## src/rtl/span_pkg.sv

```systemverilog
package span_pkg;

  typedef enum logic [1:0] {
    ST_TAKE  = 2'd0,
    ST_CUT   = 2'd1,
    ST_CLOSE = 2'd2,
    ST_SKIP  = 2'd3
  } span_st_e;

  localparam int BOUND_W = 16;
  localparam int CHUNK_W = BOUND_W + 1;
  localparam int WORD_W  = 32;

endpackage

```

## src/rtl/span_chunk_calc.sv

```systemverilog
module span_chunk_calc
  import span_pkg::*;
#(
  parameter int LW = 32
) (
  input  logic [BOUND_W-1:0] addr_lo,
  input  logic [LW-1:0]      rem,
  input  logic               halve_full,
  output logic [CHUNK_W-1:0] bytes
);
  logic [CHUNK_W-1:0] room;
  logic [CHUNK_W-1:0] take;

  always_comb begin
    room = {1'b1, {BOUND_W{1'b0}}} - {1'b0, addr_lo};
    take = (rem < LW'(room)) ? rem[CHUNK_W-1:0] : room;
    if (halve_full && take[BOUND_W])
      bytes = {2'b01, {(BOUND_W-1){1'b0}}};
    else
      bytes = take;
  end
endmodule

```

## src/rtl/span_word_enc.sv

```systemverilog
module span_word_enc
  import span_pkg::*;
(
  input  logic [CHUNK_W-1:0] bytes,
  input  logic               quad,
  input  logic               final_d,
  output logic [WORD_W-1:0]  word
);
  logic [BOUND_W-1:0] quarters;

  always_comb begin
    quarters = {1'b0, bytes[CHUNK_W-1:2]} - 16'd1;
    if (quad)
      word = {quarters, {BOUND_W{1'b0}}};
    else
      word = {final_d, {(WORD_W-BOUND_W-1){1'b0}}, bytes[BOUND_W-1:0]};
  end
endmodule

```

## src/rtl/span_splitter.sv

```systemverilog
module span_splitter
  import span_pkg::*;
#(
  parameter int MAX_DESC = 256,
  parameter int AW       = 32,
  parameter int LW       = 32,
  localparam int CW      = $clog2(MAX_DESC + 1)
) (
  input  logic          clk,
  input  logic          rst,
  input  logic          quad_mode,
  input  logic          seg_valid,
  output logic          seg_ready,
  input  logic [AW-1:0] seg_addr,
  input  logic [LW-1:0] seg_len,
  input  logic          seg_last,
  output logic          desc_valid,
  input  logic          desc_ready,
  output logic [AW-1:0] desc_addr,
  output logic [31:0]   desc_word,
  output logic          done,
  output logic [CW-1:0] desc_total,
  output logic          overflow,
  output logic          empty
);
  localparam logic [CW-1:0] CAP = CW'(MAX_DESC);

  span_st_e st;

  logic [AW-1:0]      cur_addr;
  logic [LW-1:0]      cur_rem;
  logic               cur_last;
  logic               pend_v;
  logic [AW-1:0]      pend_addr;
  logic [CHUNK_W-1:0] pend_bytes;
  logic               out_v;
  logic [AW-1:0]      out_addr;
  logic [WORD_W-1:0]  out_word;
  logic [CW-1:0]      cnt;
  logic               done_r, ovf_r, empty_r;
  logic [CW-1:0]      total_r;

  logic [CHUNK_W-1:0] chunk;
  logic [WORD_W-1:0]  enc_word;
  logic               out_free;

  assign out_free = !out_v || desc_ready;

  span_chunk_calc #(.LW(LW)) u_calc (
    .addr_lo    (cur_addr[BOUND_W-1:0]),
    .rem        (cur_rem),
    .halve_full (!quad_mode),
    .bytes      (chunk)
  );

  span_word_enc u_enc (
    .bytes   (pend_bytes),
    .quad    (quad_mode),
    .final_d (st == ST_CLOSE),
    .word    (enc_word)
  );

  always_ff @(posedge clk) begin
    if (rst) begin
      st         <= ST_TAKE;
      cur_addr   <= '0;
      cur_rem    <= '0;
      cur_last   <= 1'b0;
      pend_v     <= 1'b0;
      pend_addr  <= '0;
      pend_bytes <= '0;
      out_v      <= 1'b0;
      out_addr   <= '0;
      out_word   <= '0;
      cnt        <= '0;
      done_r     <= 1'b0;
      ovf_r      <= 1'b0;
      empty_r    <= 1'b0;
      total_r    <= '0;
    end else begin
      done_r <= 1'b0;
      if (out_v && desc_ready) out_v <= 1'b0;
      case (st)
        ST_TAKE: begin
          if (seg_valid) begin
            cur_addr <= seg_addr;
            cur_rem  <= seg_len;
            cur_last <= seg_last;
            st       <= ST_CUT;
          end
        end
        ST_CUT: begin
          if (cur_rem == '0) begin
            st <= cur_last ? ST_CLOSE : ST_TAKE;
          end else if (!pend_v || out_free) begin
            if (cnt == CAP) begin
              pend_v <= 1'b0;
              if (cur_last) begin
                done_r  <= 1'b1;
                ovf_r   <= 1'b1;
                empty_r <= 1'b0;
                total_r <= cnt;
                cnt     <= '0;
                st      <= ST_TAKE;
              end else begin
                st <= ST_SKIP;
              end
            end else begin
              if (pend_v) begin
                out_v    <= 1'b1;
                out_addr <= pend_addr;
                out_word <= enc_word;
              end
              pend_v     <= 1'b1;
              pend_addr  <= cur_addr;
              pend_bytes <= chunk;
              cur_addr   <= cur_addr + AW'(chunk);
              cur_rem    <= cur_rem - LW'(chunk);
              cnt        <= cnt + 1'b1;
            end
          end
        end
        ST_CLOSE: begin
          if (!pend_v) begin
            done_r  <= 1'b1;
            empty_r <= 1'b1;
            ovf_r   <= 1'b0;
            total_r <= '0;
            cnt     <= '0;
            st      <= ST_TAKE;
          end else if (out_free) begin
            out_v    <= 1'b1;
            out_addr <= pend_addr;
            out_word <= enc_word;
            pend_v   <= 1'b0;
            done_r   <= 1'b1;
            empty_r  <= 1'b0;
            ovf_r    <= 1'b0;
            total_r  <= cnt;
            cnt      <= '0;
            st       <= ST_TAKE;
          end
        end
        default: begin
          if (seg_valid && seg_last) begin
            done_r  <= 1'b1;
            ovf_r   <= 1'b1;
            empty_r <= 1'b0;
            total_r <= cnt;
            cnt     <= '0;
            st      <= ST_TAKE;
          end
        end
      endcase
    end
  end

  assign seg_ready  = (st == ST_TAKE) || (st == ST_SKIP);
  assign desc_valid = out_v;
  assign desc_addr  = out_addr;
  assign desc_word  = out_word;
  assign done       = done_r;
  assign desc_total = total_r;
  assign overflow   = ovf_r;
  assign empty      = empty_r;
endmodule


```

## config.mk

```make
export PLATFORM = sky130hd
export DESIGN_NAME = span_splitter
export DESIGN_NICKNAME = d
export VERILOG_FILES = /design/src/rtl/span_pkg.sv /design/src/rtl/span_chunk_calc.sv /design/src/rtl/span_word_enc.sv /design/src/rtl/span_splitter.sv
export SDC_FILE = /design/constraint.sdc
export NUM_CORES = 1
export LEC_CHECK = 0
export BUFFER_PORTS_ARGS = -buffer_cell sky130_fd_sc_hd__buf_2
export CAP_MARGIN = 10
export CORE_MARGIN = 2
export CORE_UTILIZATION = 40
export DETAILED_ROUTE_END_ITERATION = 12
export SLEW_MARGIN = 20
export SYNTH_ARGS = -nofsm -noshare
export SYNTH_HDL_FRONTEND = slang
export SYNTH_SLANG_ARGS = --single-unit
```

## constraint.sdc

```tcl
create_clock -name clk -period 5.5 [get_ports clk]
set_input_delay 0.275 -clock clk [delete_from_list [all_inputs] [get_ports clk]]
set_output_delay 0.275 -clock clk [all_outputs]
set_load 0.01 [all_outputs]
```

* Word-level counts from Yosys, hierarchy flattened
Cells that the tools add are included.
** Storage, ports and cells
- Bits in registers :: 203
- Input bits :: 70
- Output and inout bits :: 78
- Word-level logic and storage cells :: 154
** Operators by class
- Add/subtract/negate cells :: 5
- Order comparisons :: 1
- Eq/ne operators :: 17
- Muxes and demuxes :: 90
- Bitwise gates (word level) :: 3
- Reduce and logical (&&, ||, !) cells :: 23
** Operator list (number)
- two-way mux 32 bit :: 21
- one-hot mux 32 bit (2 select lines) :: 4
- two-way mux 9 bit :: 14
- one-hot mux 9 bit (3 select lines) :: 2
- two-way mux 17 bit :: 2
- adder 32 x 17 -> 32 bit :: 1
- logical NOT 32 bit :: 1
- less-than comparator 32 x 17 -> 1 bit :: 1
- two-way mux 1 bit :: 32
- subtractor 32 x 17 -> 32 bit :: 1
- two-way mux 2 bit :: 9
- != test 2 bit, second input constant :: 9
- subtractor 17 x 16 -> 17 bit, first input constant :: 1
- subtractor 15 x 1 -> 16 bit, second input constant :: 1
- AND reduction 7 bit :: 2
- != test 3 bit, second input constant :: 4
- AND reduction 5 bit :: 2
- adder 9 x 1 -> 9 bit, second input constant :: 1
- equality test 9 bit, second input constant :: 1
- one-hot mux 1 bit (3 select lines) :: 3
- one-hot mux 2 bit (3 select lines) :: 1
- AND reduction 6 bit :: 1
- equality test 2 bit, second input constant :: 2
- one-hot mux 1 bit (2 select lines) :: 2
- other kinds (12) :: 21

* Logic depth before layout (Yosys ltp)
- Depth after elaboration :: 10
- Mapped depth :: 27
- Gate-level depth less buffers :: 26

* Cells and area by module
From an unflattened synthesis, not the netlist that was laid out.
** Second synthesis, totals
- Cells, all modules :: 1545
- Area total of the unflattened synthesis :: 11785.1 um^2
** Modules (own cells, without submodules)
- span_splitter :: instances 1, cells each 1331, area each 10327.4 um^2, seq. area each 4063.9 um^2
- span_chunk_calc :: instances 1, cells each 138, area each 992.2 um^2, seq. area each 0.0 um^2
- span_word_enc :: instances 1, cells each 76, area each 465.4 um^2, seq. area each 0.0 um^2

* Least setup slack after synthesis
OpenSTA, ideal clock, no wires.
- Path type :: register to register
- Start :: reg cur_addr[2]
- End :: reg cur_addr[20]
- Setup time :: 74 ps
- Arrival :: 5762 ps
- Required time :: 5426 ps
- Setup slack :: -336 ps
- Cell stages (with the launch flop) :: 28
- Buffers on the path :: 2
- Clock period less this slack :: 5836 ps
- Cell sequence :: dfxtp_1 clkbuf_1 nor4_1 nand2_1 or4_1 xor2_1 inv_1 ha_1 a21o_1 a21o_1 a21o_1 a211oi_1 o21ai_2 clkbuf_1 nor2_1 a21oi_1 nor2_1 ha_1 inv_1 fa_1 nor2b_1 o21ai_0 a21boi_0 nor3_1 o21ai_0 a31oi_1 or3_1 a31oi_1
** Between the ends
- Cells in the longest elaborated chain, start to end :: 10
** Ends and longest elaborated chain
- start, declared :: line span_splitter.sv:30 : logic [AW-1:0] cur_addr;
- start signal, assigned :: line span_splitter.sv:86 : cur_addr <= seg_addr;
- start signal, assigned :: line span_splitter.sv:117 : cur_addr <= cur_addr + AW'(chunk);
- subtractor 17 x 16 -> 17 bit (*) :: line span_chunk_calc.sv:15 : room = {1'b1, {BOUND_W{1'b0}}} - {1'b0, addr_lo};
- less-than comparator 32 x 17 -> 1 bit :: line span_chunk_calc.sv:16 : take = (rem < LW'(room)) ? rem[CHUNK_W-1:0] : room;
- two-way mux 17 bit (*) :: line span_chunk_calc.sv:16
- logical AND 1 bit :: line span_chunk_calc.sv:17 : if (halve_full && take[BOUND_W])
- two-way mux 17 bit (*) :: line span_chunk_calc.sv:17
- via chunk[0] :: line span_splitter.sv:43 : logic [CHUNK_W-1:0] chunk;
- adder 32 x 17 -> 32 bit (*) :: line span_splitter.sv:117
- two-way mux 32 bit (*) :: line span_splitter.sv:96 : if (cnt == CAP) begin
- two-way mux 32 bit (*) :: line span_splitter.sv:95 : end else if (!pend_v || out_free) begin
- two-way mux 32 bit (*) :: line span_splitter.sv:93 : if (cur_rem == '0) begin
- one-hot mux 32 bit (2 select lines) (*) :: line span_splitter.sv:83 : case (st)
The timed path passes the listed nets; every way through them passes the cells marked *. The select of a mux whose other input is x is not followed.
A chain may end at the register's enable or synchronous reset.

* Final worst setup path
- Start :: reg cur_addr[5]
- End :: reg cur_rem[18]
** Between the ends
- Cells in the longest elaborated chain, start to end :: 10
** Ends and longest elaborated chain
- subtractor 17 x 16 -> 17 bit (*) :: line span_chunk_calc.sv:15
- less-than comparator 32 x 17 -> 1 bit :: line span_chunk_calc.sv:16
- two-way mux 17 bit (*) :: line span_chunk_calc.sv:16
- logical AND 1 bit :: line span_chunk_calc.sv:17
- two-way mux 17 bit (*) :: line span_chunk_calc.sv:17
- subtractor 32 x 17 -> 32 bit (*) :: line span_splitter.sv:118 : cur_rem <= cur_rem - LW'(chunk);
- two-way mux 32 bit (*) :: line span_splitter.sv:96
- two-way mux 32 bit (*) :: line span_splitter.sv:95
- two-way mux 32 bit (*) :: line span_splitter.sv:93
- one-hot mux 32 bit (2 select lines) (*) :: line span_splitter.sv:83
- end signal, assigned :: line span_splitter.sv:87 : cur_rem <= seg_len;
- end signal, assigned :: line span_splitter.sv:118
- end, declared :: line span_splitter.sv:31 : logic [LW-1:0] cur_rem;
Mark *: on every way between the ends. The rest lies on a longest branch, timed or not. The select of a mux whose other input is x is not followed.

==> summary.md <==
| Metric | Value |
|---|---|
| Status | finished clean |
| Worst Reg-to-Reg Cells | 26 |
| Min-Delay Endpoint | cur_last$_SDFFE_PP0P_ |
| Predominant post-synthesis flop cell | dfxtp_1 |
| Final Skew | ~0.017 ns |
| H-Tree Level Count | 1 |
| Port buffer count | between 100 and 150 |
| Static leakage | 0.00609 uW |
| R2R setup slack | between 0.1 and 0.15 ns |
| Number of global-route vias before repair | approximately 11k |
| CTS Buf Count | 25 |
| Post-synth EDFFs | 0 |
| Worst reg2reg path startpoint | cur_addr[5]$_SDFFE_PP0P_ |
| Final Cycle Share | 0.976 |
| Antenna violations before repair | 0 |
| Core ar. | 0.0294 mm2 |
| First-pass DRT Iterations | 5 |
| Post-synth top area cell | dfxtp_1 |
| Ant. Diodes | 0 |
| Delay-heaviest family, CP | compound AO/OA/AOI/OAI gates |
| Gr ovfl total | 0 |
| Total number of vias | about 12k |
| Hold_sp | seg_last |
| IR Drop Worst-Case VDD | just over 0.3 mV |
| Synth Area per Inst | slightly below 8 um2 |
| CP endpoint kind | flop |
| Fillers | roughly 2.9k |
| Ranking of synthesized cells by area | dfxtp_1 (34%), nand2_1 (7.1%), a21oi_1 (6.8%), ha_1 (6.2%), nand3_1 (3.2%) |
| Hpwl dp | approximately 25 mm |
| Clk Latency, worst-skew pair | roughly 0.54 ns |
| Synth Instances | around 1.5k |
| Residual DRC | 0 |
| CTS tree | done |
| Final Hold Vio Count | 0 |
| FP Rows | 63 |
| Final setup viols | 0 |
| Setup slack after layout | 0.133 ns |
| Die height | between 150 and 200 um |
| Routed WL | between 30 and 40 mm |
| Fmax | 0.186 GHz |
| Final nets | 1834 |
| Power per Cell Area | 599 mW/mm2 |
| RSZ-0062 raised after global routing | true |
| Mapped Area | approximately 0.012 mm2 |
| Post-synth top area share | 0.342 |
| WP buf/inv | 5 |
| Synth unique cells | 78 |
| Sink Count | around 200 |
| Synthesis-to-layout area growth | 24.4% |
| DP Area | roughly 0.013 mm2 |
| Async SR Flop Fraction | 0 |
| Worst EP arrival | about 5.8 ns |
| Initial cell density of the core | 0.404 |
| Slew Limit Fails | 0 |
| Die ar. | a little over 0.03 mm2 |
| Worst path required time | around 6 ns |
| Layout cells sized above 1 | 0.267 |
| Cts hold-fix bufs | 0 |
| Most frequent cells in the layout | nand2_1 (213), dfxtp_1 (201), a21oi_1 (154) |
| Finished Layout Cells | ~2.1k |
| Routability cong. | 0.935 |
| Post-DRT Antenna Nets | 0 |
| Clock-pin slew of the registers on the worst-case setup and hold paths | approximately 0.060 ns |
| Slew margin rel. | 0.278 |
| Final core utilization | 0.502 |
| I/O pin count | 148 |
| Max-cap violations | 0 |
| Worst-Margin Slew | between 1 and 1.5 ns |
| Iter 0 DRT Violations | 792 |
| Syn Nets | about 1.6k |
| DP Worst Slack | -0.209 ns |
| Crit path max fanout | 5 |
| Drt wl/cell | about 17 um |
| Placed cells | between 2k and 2.5k |
| Gr usage total | 0.224 |
| Clk buf depth | 3 |
| #FFs+latches synth | slightly above 200 |
| Setup CP Type | reg -> reg |
| Slowest CP cell | or4_4 |
| Root cell of the clock tree | clkbuf_16 |
| RR Endpoint | cur_rem[18]$_SDFFE_PP0P_ |
| Minimum clock period | between 5 and 6 ns |
| Startpoint types | flop |
| Total Power | between 8000 and 9000 uW |
| Design area | between 0.01 and 0.015 mm2 |
| Synth Warn # | 0 |
| First-pass GRT wire length | between 50 and 60 mm |
| Register area share after synthesis | 0.342 |
| WHS Path Cells | 3 |
| Vias per inst | 5.46 |
| Min-delay worst type | in -> reg |
| Commonest non-fill, non-tap cell in the layout | nand2_1 |
| DIE WIDTH | 176 um |
| Largest net degree at the start of global routing | 76 |
| Max incr delay on CP | 0.44 ns |
-- worst max-delay path by stage --
stage                             startpoint                   endpoint  slack (ns)  cells past startpoint
CTS                 cur_addr[2]$_SDFFE_PP0P_   cur_rem[18]$_SDFFE_PP0P_        0.01                     27
global route        cur_addr[5]$_SDFFE_PP0P_   cur_rem[18]$_SDFFE_PP0P_       -0.28                     27
finish              cur_addr[5]$_SDFFE_PP0P_   cur_rem[18]$_SDFFE_PP0P_        0.13                     26
floorplan           cur_addr[3]$_SDFFE_PP0P_   cur_rem[28]$_SDFFE_PP0P_        0.02                     26
detailed placement  cur_addr[5]$_SDFFE_PP0P_  cur_addr[27]$_SDFFE_PP0P_       -0.21                     25
global placement    cur_addr[6]$_SDFFE_PP0P_  cur_addr[27]$_SDFFE_PP0P_       -0.06                     25
-- synthesized netlist by cell type, types with 7 or more instances --
master,instances
nand2_1,224
dfxtp_1,203
a21oi_1,161
nor2_1,83
nand3_1,77
o21ai_0,68
clkbuf_1,66
ha_1,59
inv_1,56
a21o_1,36
a211oi_1,35
xnor2_1,32
nor3_1,31
a21oi_2,30
nand2_2,29
nand2b_1,22
nor4_1,22
mux2i_1,21
xor2_1,20
or3_1,16
a31oi_1,15
and3_1,15
mux2_2,14
buf_2,12
nand4_1,12
nor2b_1,12
o211ai_1,9
and2_1,8
o21ai_1,7
-- worst register-to-register path: stages (launching register included) --
cell and delay [ns]:
dfxtp_2 0.33, nor4_4 0.32, nand2_1 0.12, or4_4 0.44, xor2_2 0.17, inv_1 0.09
ha_4 0.21, a21o_1 0.14, a21o_1 0.16, a21o_1 0.18, a211oi_2 0.26, o21ai_4 0.12
buf_4 0.16, mux2i_4 0.20, buf_4 0.18, nand2_2 0.10, ha_1 0.33, a21o_1 0.23
a221oi_2 0.30, a21oi_2 0.08, a221oi_2 0.21, buf_4 0.16, o31a_1 0.26, buf_4 0.16
nand4_1 0.10, o21ai_1 0.11, a211oi_1 0.08
-- cell families (layout without fill, tap and decap cells) --
kind of cell | after synthesis | after routing | share of synthesized area
xor gates and xnor gates | 52 | 52 | 0.0384
muxes | 36 | 36 | 0.0329
adders and majority gates | 61 | 61 | 0.0655
AOI/OAI and AO/OA | 427 | 427 | 0.230
buffers and inverters | 149 | 360 | 0.0544
DFF | 203 | 203 | 0.342
and+or+nand+nor | 581 | 581 | 0.236
-- layer usage --
layer  wire, um  GRT usage  vias up
met5          0          0        -
met4        898     0.0623        0
met3       1860     0.0306       54
met2      15900      0.356      309
met1      17000      0.318     5397
li1           -          -     5768
-- through the flow --
stage / TNS, ns / hold slack, ns
5_1_grt: -4.67 / 0.00932
3_5_place_dp: -3.69 / 0.442
4_1_cts: 0 / 0.00980
6_report: 0 / 0.0215
2_1_floorplan: 0 / 0.423
3_3_place_gp: -0.394 / 0.439
-- sequential cells by signal, summed over array words and instances, names as in the netlist, 2 cells and up --
| name | count |
|---|---|
| cnt | 9 |
| cur_addr | 32 |
| cur_rem | 32 |
| desc_addr | 32 |
| desc_total | 9 |
| desc_word | 32 |
| pend_addr | 32 |
| pend_bytes | 17 |
| st | 2 |
-- area by class of cell --
| type | instances | area (um2) | share of cell area |
|---|---|---|---|
| well taps | 390 | 488 | 0.0331 |
| inverters | 57 | 214 | 0.0145 |
| flip-flops and latches | 203 | 4070 | 0.275 |
| repair buffers | 259 | 1610 | 0.109 |
| multi-input cells | 1157 | 7560 | 0.512 |
| clock buffers | 33 | 706 | 0.0478 |
| clock inverters | 11 | 126 | 0.00856 |
-- power by group --
group          leakage [uW]  total (uW)  internal [uW]  switching, uW
logic               0.00402        5130           2340           2790
clock network      0.000414        1660            998            666
registers           0.00166        2040           1710            333
total               0.00609        8840           5040           3790
-- timing repair --
| action | in CTS | in global routing |
|---|---|---|
| pin swaps | 13 | 28 |
| buffers inserted | 8 | 12 |
| setup endpoints to repair | 33 | 47 |
| gates resized for setup | 20 | 69 |
(Power assumes the default switching activity.)
